`config.mk`:
```
export PLATFORM = sky130hd
export DESIGN_NAME = rx_pkt_fifo
export DESIGN_NICKNAME = d
export VERILOG_FILES = /design/src/rtl/rxq_pkg.sv /design/src/rtl/rxq_rst_sync.sv /design/src/rtl/rxq_store.sv /design/src/rtl/rxq_wr_ctrl.sv /design/src/rtl/rxq_rd_ctrl.sv /design/src/rtl/rx_pkt_fifo.sv
export SDC_FILE = /design/constraint.sdc
export NUM_CORES = 1
export LEC_CHECK = 0
export ABC_CLOCK_PERIOD_IN_PS = 5000
export BUFFER_PORTS_ARGS = -buffer_cell sky130_fd_sc_hd__buf_2
export CORE_ASPECT_RATIO = 0.6
export CORE_UTILIZATION = 61
export CTS_CLUSTER_DIAMETER = 150
export DETAILED_ROUTE_END_ITERATION = 6
export GPL_TIMING_DRIVEN = 0
export MAX_ROUTING_LAYER = met4
export PLACE_DENSITY_LB_ADDON = 0.12
export SLEW_MARGIN = 20
export SYNTH_ARGS = -nofsm -noshare
export SYNTH_HDL_FRONTEND = slang
export SYNTH_SLANG_ARGS = --single-unit
```
`constraint.sdc`:
```
create_clock -name clk -period 5 [get_ports clk]
set_clock_uncertainty 0.2 [all_clocks]
set_input_delay 1 -clock clk [delete_from_list [all_inputs] [get_ports clk]]
set_output_delay 1 -clock clk [all_outputs]
set_load 0.05 [all_outputs]
```
`src/rtl/rxq_pkg.sv`:
```
package rxq_pkg;
  localparam int DATA_W = 32;
  localparam int LEN_W  = 14;
  localparam int STAT_W = LEN_W + 1;

  typedef struct packed {
    logic [DATA_W-1:0] data;
    logic              last;
    logic [LEN_W-1:0]  len;
  } rxq_entry_t;
endpackage

```
`src/rtl/rxq_rst_sync.sv`:
```
module rxq_rst_sync (
  input  logic clk,
  input  logic rst_n,
  output logic rst_n_sync
);
  logic [1:0] sync_q;

  always_ff @(posedge clk or negedge rst_n) begin
    if (!rst_n) sync_q <= 2'b00;
    else        sync_q <= {sync_q[0], 1'b1};
  end

  assign rst_n_sync = sync_q[1];
endmodule

```
`src/rtl/rxq_store.sv`:
```
module rxq_store #(
  parameter int DEPTH  = 16,
  parameter int ADDR_W = $clog2(DEPTH)
) (
  input  logic                      clk,
  input  logic                      we,
  input  logic [ADDR_W-1:0]         waddr,
  input  rxq_pkg::rxq_entry_t       wentry,
  input  logic [ADDR_W-1:0]         raddr,
  output rxq_pkg::rxq_entry_t       rentry
);
  rxq_pkg::rxq_entry_t mem [DEPTH];

  always_ff @(posedge clk) begin
    if (we) mem[waddr] <= wentry;
  end

  assign rentry = mem[raddr];
endmodule

```
`src/rtl/rxq_wr_ctrl.sv`:
```
module rxq_wr_ctrl #(
  parameter int DEPTH  = 16,
  parameter int ADDR_W = $clog2(DEPTH),
  parameter int PTR_W  = ADDR_W + 1
) (
  input  logic              clk,
  input  logic              rst_n,
  input  logic              flush,
  input  logic              wr_en,
  input  logic              wr_sop,
  input  logic              wr_eop,
  input  logic              wr_err,
  input  logic              wr_bad,
  input  logic [PTR_W-1:0]  rd_ptr,
  output logic              mem_we,
  output logic [ADDR_W-1:0] mem_waddr,
  output logic [PTR_W-1:0]  wr_ptr,
  output logic [PTR_W-1:0]  cmt_ptr,
  output logic              ovf_pulse
);
  logic [PTR_W-1:0] wr_ptr_n, cmt_ptr_n, base, used;
  logic             in_frame, in_frame_n, ovf_flag, ovf_n, pulse_n;
  logic             room, store, upd_en;

  always_comb begin
    wr_ptr_n   = wr_ptr;
    cmt_ptr_n  = cmt_ptr;
    in_frame_n = in_frame;
    ovf_n      = ovf_flag;
    pulse_n    = 1'b0;
    store      = 1'b0;
    base       = wr_sop ? cmt_ptr : wr_ptr;
    used       = base - rd_ptr;
    room       = (used != PTR_W'(DEPTH));
    if (flush) begin
      wr_ptr_n   = '0;
      cmt_ptr_n  = '0;
      in_frame_n = 1'b0;
      ovf_n      = 1'b0;
    end else if (wr_en && (wr_sop || in_frame)) begin
      if (wr_sop) begin
        in_frame_n = 1'b1;
        store      = room;
        ovf_n      = !room;
      end else begin
        store      = room && !ovf_flag;
        ovf_n      = ovf_flag || !room;
      end
      pulse_n  = !store;
      wr_ptr_n = store ? base + PTR_W'(1) : base;
      if (wr_eop && !wr_sop) begin
        in_frame_n = 1'b0;
        ovf_n      = 1'b0;
        if (store && !wr_err && !wr_bad) cmt_ptr_n = base + PTR_W'(1);
        else                             wr_ptr_n  = cmt_ptr;
      end
    end
  end

  assign upd_en    = flush || wr_en;
  assign mem_we    = store;
  assign mem_waddr = base[ADDR_W-1:0];

  always_ff @(posedge clk or negedge rst_n) begin
    if (!rst_n) begin
      wr_ptr    <= '0;
      cmt_ptr   <= '0;
      in_frame  <= 1'b0;
      ovf_flag  <= 1'b0;
      ovf_pulse <= 1'b0;
    end else begin
      ovf_pulse <= pulse_n;
      if (upd_en) begin
        wr_ptr   <= wr_ptr_n;
        cmt_ptr  <= cmt_ptr_n;
        in_frame <= in_frame_n;
        ovf_flag <= ovf_n;
      end
    end
  end

  // an overflow pulse is always caused by a write one cycle earlier
  assert_pulse_cause_R8: assert property (@(posedge clk) disable iff (!rst_n)
    ovf_pulse |-> $past(wr_en));

  // the commit point moves only on flush or on a clean end write
  assert_commit_cause_R4: assert property (@(posedge clk) disable iff (!rst_n)
    (cmt_ptr != $past(cmt_ptr)) |-> ($past(flush) || $past(wr_en && wr_eop && !wr_err)));
endmodule

```
`src/rtl/rxq_rd_ctrl.sv`:
```
module rxq_rd_ctrl #(
  parameter int DEPTH  = 16,
  parameter int ADDR_W = $clog2(DEPTH),
  parameter int PTR_W  = ADDR_W + 1
) (
  input  logic              clk,
  input  logic              rst_n,
  input  logic              flush,
  input  logic [PTR_W-1:0]  cmt_ptr,
  input  logic              rd_ready,
  output logic              rd_valid,
  output logic [PTR_W-1:0]  rd_ptr
);
  logic [PTR_W-1:0] rd_ptr_n;
  logic             advance;

  assign rd_valid = (rd_ptr != cmt_ptr) && !flush;
  assign advance  = rd_valid && rd_ready;

  always_comb begin
    rd_ptr_n = rd_ptr;
    if (flush)        rd_ptr_n = '0;
    else if (advance) rd_ptr_n = rd_ptr + PTR_W'(1);
  end

  always_ff @(posedge clk or negedge rst_n) begin
    if (!rst_n) rd_ptr <= '0;
    else if (flush || advance) rd_ptr <= rd_ptr_n;
  end

  // nothing is offered in the cycle after a flush
  assert_flush_empty_R10: assert property (@(posedge clk) disable iff (!rst_n)
    flush |=> !rd_valid);
endmodule

```
`src/rtl/rx_pkt_fifo.sv`:
```
module rx_pkt_fifo #(
  parameter int DEPTH = 16
) (
  input  logic                         clk,
  input  logic                         rst_n,
  input  logic                         flush,
  input  logic                         wr_en,
  input  logic [rxq_pkg::DATA_W-1:0]   wr_data,
  input  logic                         wr_sop,
  input  logic                         wr_eop,
  input  logic                         wr_err,
  input  logic [rxq_pkg::STAT_W-1:0]   wr_status,
  output logic                         wr_overflow,
  output logic                         rd_valid,
  input  logic                         rd_ready,
  output logic [rxq_pkg::DATA_W-1:0]   rd_data,
  output logic                         rd_last,
  output logic [rxq_pkg::LEN_W-1:0]    rd_len
);
  import rxq_pkg::*;

  localparam int ADDR_W = $clog2(DEPTH);
  localparam int PTR_W  = ADDR_W + 1;

  logic              rst_n_s, mem_we;
  logic [ADDR_W-1:0] mem_waddr;
  logic [PTR_W-1:0]  wr_ptr, cmt_ptr, rd_ptr;
  rxq_entry_t        wentry, rentry;

  rxq_rst_sync u_rst (.clk(clk), .rst_n(rst_n), .rst_n_sync(rst_n_s));

  assign wentry.data = wr_data;
  assign wentry.last = wr_eop;
  assign wentry.len  = wr_eop ? wr_status[LEN_W-1:0] : '0;

  rxq_wr_ctrl #(.DEPTH(DEPTH), .ADDR_W(ADDR_W), .PTR_W(PTR_W)) u_wr (
    .clk(clk), .rst_n(rst_n_s), .flush(flush), .wr_en(wr_en),
    .wr_sop(wr_sop), .wr_eop(wr_eop), .wr_err(wr_err), .wr_bad(wr_status[LEN_W]),
    .rd_ptr(rd_ptr), .mem_we(mem_we), .mem_waddr(mem_waddr),
    .wr_ptr(wr_ptr), .cmt_ptr(cmt_ptr), .ovf_pulse(wr_overflow)
  );

  rxq_store #(.DEPTH(DEPTH), .ADDR_W(ADDR_W)) u_mem (
    .clk(clk), .we(mem_we), .waddr(mem_waddr), .wentry(wentry),
    .raddr(rd_ptr[ADDR_W-1:0]), .rentry(rentry)
  );

  rxq_rd_ctrl #(.DEPTH(DEPTH), .ADDR_W(ADDR_W), .PTR_W(PTR_W)) u_rd (
    .clk(clk), .rst_n(rst_n_s), .flush(flush), .cmt_ptr(cmt_ptr),
    .rd_ready(rd_ready), .rd_valid(rd_valid), .rd_ptr(rd_ptr)
  );

  assign rd_data = rentry.data;
  assign rd_last = rentry.last;
  assign rd_len  = rentry.len;

  // held words, committed or pending, never exceed the capacity
  assert_occupancy_R8: assert property (@(posedge clk) disable iff (!rst_n_s)
    ((wr_ptr - rd_ptr) <= PTR_W'(DEPTH)) && ((cmt_ptr - rd_ptr) <= (wr_ptr - rd_ptr)));

  // an offered word waits unchanged for the reader
  assert_hold_R12: assert property (@(posedge clk) disable iff (!rst_n_s)
    (rd_valid && !rd_ready) |=> (flush || (rd_valid && $stable(rd_data)
                                  && $stable(rd_last) && $stable(rd_len))));
endmodule

```
==> results of run 1 <==
-- path summary, 6_finish.rpt --
path	slack (ns)	start	endpoint	depth (start not counted)
max	0.17	u_rd.rd_ptr[1]	rd_len[3]	5
min	0.15	u_rst.sync_q[1]	u_wr.wr_ptr[4]	0
max reg2reg	0.29	u_rd.rd_ptr[2]	u_mem.mem[4][17]	11
min reg2reg	0.15	u_rst.sync_q[1]	u_wr.wr_ptr[4]	0
max in group asynchronous	3.91	u_rst.sync_q[1]	u_rd.rd_ptr[3]	0
min in group clk	0.16	u_rst.sync_q[0]	u_rst.sync_q[1]	0
-- layout by cell type, fill, tap and decap left out, drive strengths merged, types with 5 or more instances in the layout --
master	instances
dfrtp	20
o21ai	11
nor2	15
edfxtp	752
inv	15
mux4	235
ha	10
nand2	13
and2	31
buf	149
nand3	8
diode	5
xnor2	12
mux2i	5
bufinv	6
nand4	8
clkinv	23
clkbuf	119
-- flip-flops by register name (all words and copies together) (netlist names) --
register	count
u_wr.wr_ptr	5
u_rst.sync_q	2
u_wr.ovf_flag	1
u_wr.in_frame	1
u_rd.rd_ptr	5
u_wr.ovf_pulse	1
u_mem.mem	752
u_wr.cmt_ptr	5
-- final cells by class --
cell class	instances	area, um^2	area share [%]
Tap cell	640	801	2.37
Inverter	11	41.3	0.122
Buffer	60	262	0.774
Sequential cell	772	23100	68.3
Antenna cell	5	12.5	0.0370
Clock inverter	35	338	1.00
Multi-Input combinational cell	400	6490	19.2
Timing Repair Buffer	125	960	2.84
Clock buffer	84	1800	5.34
-- report_power, final --
part / total (mW) / internal, mW / leakage [nW] / switching [mW]
combinational: 0.350 / 0.105 / 2.52 / 0.246
clock: 5.16 / 2.88 / 1.04 / 2.27
sequential: 7.13 / 7.12 / 7.07 / 0.0104
-- per-layer routing --
metal	vias to the layer above	global-route usage, %	wire, um
met1	7472	41.2	27300
met4	0	6.80	1420
li1	5740	-	-
met3	117	5.61	5340
met5	-	-	0
met2	663	43.3	32900
-- per-stage QoR --
step	std cells	cell area, um^2	power, mW	hold slack, ns	utilization, %
finish	2132	33800	12.6	0.150	70.4
global route	2130	33800	13.0	0.176	70.4
CTS	2127	33800	12.7	0.165	70.4
detailed placement	2007	31600	7.62	0.146	65.9
global placement	1985	31100	7.60	0.133	64.9
floorplan	1243	29800	7.47	0.0266	-
-- worst reg2reg max path, stage by stage, from the launching register on --
cell	delay, ns
dfrtp_1	0.46
inv_1	0.17
buf_2	0.45
buf_2	0.54
ha_1	0.33
and3b_1	0.19
o21ai_0	0.36
a211oi_4	0.14
a31oi_2	0.33
and4_1	0.35
and2_4	0.55
buf_12	0.30
-- kinds of logic (layout without fill, tap and decap cells) --
logic type                 count (synthesis)  in the layout  synth area share [%]
DFF                                      772            772                  77.4
xor gates and xnor gates                  13             13                 0.382
adders and majority gates                 10             10                 0.420
buffers and inverters                     71            315                 0.999
and+or+nand+nor                           98             98                  1.85
other                                      1              6                0.0126
muxes                                    241            241                  18.0
AOI/OAI and AO/OA                         37             37                 0.969
-- timing repair --
item / CTS / global route
endpoints found under the hold margin: 2 / 0
resized for setup: 2 / 4
endpoints found under the setup margin: 431 / 277
hold buffers: 1 / 0
==> results.cfg, run 1 <==
[final_layout]
final_nets = 1503
area_growth_pct = 13.3
drive_gt1_share_pct = 33.6
fill_cells = 2862

[cts]
clockBufferDepth = 3
cts.sink_count = 772
post_cts_buffers = 0
cts_root_buffer = clkbuf_16
cts_tree = built
cts_max_level = 3
clkLatencyLatePin_ns = 0.59
clkSlewWorstSetupHoldPaths_ns = 0.07
cts_buffers = 68

[critical_path]
critPathBufInv = 3
cpPeakStageDelay_ns = 0.88
startpoint_type = flip-flop
cp_top_family = buffers and inverters
path_cells = clkbuf_1, clkbuf_1, mux4_2, mux4_2, buf_2
worstPathMaxFanout = 10
critical_path_required_ns = 3.80
critical_path_class = flip-flop to output pin
worstPathArrival_ns = 3.63
critPathSlowestCell = clkbuf_1
setup.worst_path.end_class = output pin

[logic_synthesis]
ys_seq_area_share_pct = 77.4
ys_types = 52
ys_warn_count = 0
syn_area_per_cell_um2 = 24.0
netlist_area_um2 = 29800
syn-num-nets = 1308
yosys_register_bits = 772
synth_ff_type = edfxtp_1
synth_top_cell_by_area = edfxtp_1
syn_inst = 1243
synth_edf_count = 752
yosys-top-cells-count = edfxtp_1 (752), mux4_2 (235), clkbuf_1 (35)
yosysMostFrequentCell = edfxtp_1
async_flop_share_pct = 2.59
yosysTopAreaCellShare_pct = 75.7
ys_top_cells_by_area = edfxtp_1 (76%), mux4_2 (18%), dfrtp_1 (1.7%)

[detailed_routing]
finalWirelength_mm = 67.0
vias_per_cell = 6.56
wl_per_cell_um = 31.4
drtAntennaViolNets = 0
drt_iter0_drc = 1700
vias = 13992
drc_errors = 0
drt_first_pass_iters = 5

[timing]
finalHoldViolCount = 0
worst_slew_pin_slew_ns = 1.09
setup_violations = 0
slew_viol_final = 0
max_slew_margin_pct = 27.2
finalWorstSetupSlack_ns = 0.174
setup_tns_ns = 0
finalCritPeriodShare_pct = 96.5
rsz0062_at_grt = no
period_minus_slack_ns = 4.83
fmax_mhz = 207

[min_path]
worstHoldPathType = flip-flop to asynchronous set/reset pin

[place]
io_buffer_count = 102
pre_cts_slack_ns = -0.167
gp_congestion = 0.865
hpwl_mm = 37.9

[floorplan]
core-area_um2 = 48000
fp.dieH_um = 173
die_area_um2 = 49800
rows = 62
initial_core_util_pct = 62.1
fp.dieW_um = 287
io_pins = 104

[status]
outcome = finished, final reports clean

[grt]
grt_antenna_before_repair = 3
grt_pass1_vias = 14255
grt_overflow = 0
grt_use_total_pct = 28.6
grt_pass1_wl_mm = 96.8
grt_max_degree = 37

[pwr]
peakVddDrop_uv = 354
power_density_nw_per_um2 = 374
p_leak_nw = 10.6

[flow_run]
maxCapViolations = 0
(Power assumes the default switching activity.)
==> run 2, diff against run 1 <==
==> constraint.sdc (replaced) <==
create_clock -name clk -period 5 [get_ports clk]
set_clock_uncertainty 0.2 [all_clocks]
set_input_delay 0.5 -clock clk [delete_from_list [all_inputs] [get_ports clk]]
set_output_delay 0.5 -clock clk [all_outputs]
set_load 0.05 [all_outputs]
==> results.cfg, run 2 (synthesis gave the netlist of run 1 again) <==
[grt]
grt_overflow = 0
grt_pass1_vias = 14353
grt_max_degree = 36
grt_use_total_pct = 28.6
grt_pass1_wl_mm = 96.8
grt_antenna_before_repair = 1

[floorplan]
core-area_um2 = 48000
rows = 62
io_pins = 104
die_area_um2 = 49800
fp.dieH_um = 173
initial_core_util_pct = 62.1
fp.dieW_um = 287

[pwr]
power_density_nw_per_um2 = 371
power_switching_mw = 2.50
p_sw_share_pct = 20.0
p_clk_share_pct = 40.1
p_leak_nw = 10.6
p_int_mw = 9.98
peakVddDrop_uv = 316
comb_power_share_pct = 2.8
seqPwrFrac_pct = 57.1

[critical_path]
setup.worst_path.end_class = flip-flop
worstPathArrival_ns = 4.80
critical_path_required_ns = 5.08
startpoint_type = flip-flop
worstPathMaxFanout = 10
critical_path_class = flip-flop to flip-flop

[status]
outcome = finished, final reports clean

[timing]
worst_slew_pin_slew_ns = 1.09
finalCritPeriodShare_pct = 94.3
rsz0062_at_grt = no
period_minus_slack_ns = 4.71
setup_tns_ns = 0
slew_viol_final = 0
fmax_mhz = 212
setup_violations = 0
finalHoldViolCount = 0
max_slew_margin_pct = 27.6
finalWorstSetupSlack_ns = 0.287

[final_layout]
final_nets = 1501
design_area_um2 = 33700
mostFrequentLayoutCells = edfxtp_1 (752), mux4_2 (235), buf_2 (123)
layout_commonest_cell = edfxtp_1
drive_gt1_share_pct = 33.7
largest_register = u_mem.mem
largest_reg_flops = 752
area_growth_pct = 12.9

[place]
io_buffer_count = 102
hpwl_mm = 38.5
place_area_um2 = 31600
gp_congestion = 0.849
pre_cts_slack_ns = -0.425

[detailed_routing]
drt_first_pass_iters = 5
wl_per_cell_um = 31.4
finalWirelength_mm = 66.7
vias = 14116
drtAntennaViolNets = 0
drc_errors = 0
vias_per_cell = 6.64
drt_iter0_drc = 1925

[cts]
clkSlewWorstSetupHoldPaths_ns = 0.07
cts_buffers = 68
cts_tree = built
clockBufferDepth = 3
cts.sink_count = 772
cts_root_buffer = clkbuf_16
cts_max_level = 3
clkLatencyLatePin_ns = 0.58

[min_path]
worstHoldPathType = input port to asynchronous set/reset pin

[flow_run]
maxCapViolations = 0
## run 2: cell type report
cell class                 count  area, um^2
timing repair buffer         124         915
fill                        2821       14400
multi-input combinational    400        6490
tap                          640         801
clock inverter                33         233
clock buffer                  86        1830
antenna                        1        2.50
inverter                      11        41.3
buffer                        59         262
sequential                   772       23100
## run 2: layer usage
metal  vias up  GRT usage [%]  wire [um]
met1      7553           43.4      28600
met3       121           5.55       5870
met4         0           7.45       1470
met5         -              -          0
met2       724           40.9      30800
li1       5718              -          -
## run 2: power groups by stage
stage               clock (mW)  combinational, mW  sequential, mW
finish                    5.00              0.351            7.13
CTS                       5.04              0.351            7.13
floorplan                    0              0.200            7.27
detailed placement           0              0.349            7.27
global placement             0              0.333            7.27
global route              5.27              0.373            7.13
## run 2: what timing repair did
action / CTS / global route
endpoints found under the setup margin: 449 / 8
setup buffers: 0 / 0
resized for setup: 2 / 3
endpoints found under the hold margin: 2 / 0
hold buffers: 1 / 0
## run 2: stage by stage
stage / utilization (%) / hold WS [ns] / power, mW / cells
floorplan: - / 0.00441 / 7.47 / 1243
global placement: 64.9 / 0.0867 / 7.61 / 1985
detailed placement: 65.8 / 0.0888 / 7.62 / 2006
CTS: 70.1 / 0.00280 / 12.5 / 2125
global route: 70.1 / 0.0162 / 12.8 / 2126
finish: 70.1 / 0.0314 / 12.5 / 2126
## run 2: path summary, 6_finish.rpt
path,end,slack [ns],cells after the start,startpoint
min in group clk,u_wr.in_frame,0.05,3,wr_en
worst min register to register,u_wr.in_frame,0.13,0,u_rst.sync_q[1]
worst max-delay path,u_mem.mem[15][19],0.29,13,u_rd.rd_ptr[1]
max in group asynchronous,u_rd.rd_ptr[3],3.98,0,u_rst.sync_q[1]
worst min-delay path,u_rst.sync_q[1],0.03,2,rst_n
worst max register to register,u_mem.mem[15][19],0.29,13,u_rd.rd_ptr[1]
## run 2: critical path: stages, from the launching register on
cell      delay, ns
dfrtp_1        0.40
clkbuf_2       0.37
clkbuf_2       0.45
inv_1          0.13
ha_1           0.34
and3b_1        0.21
o21ai_0        0.35
a211oi_4       0.15
and3_1         0.26
nor4_4         0.68
buf_8          0.24
buf_6          0.19
buf_4          0.22
buf_6          0.19
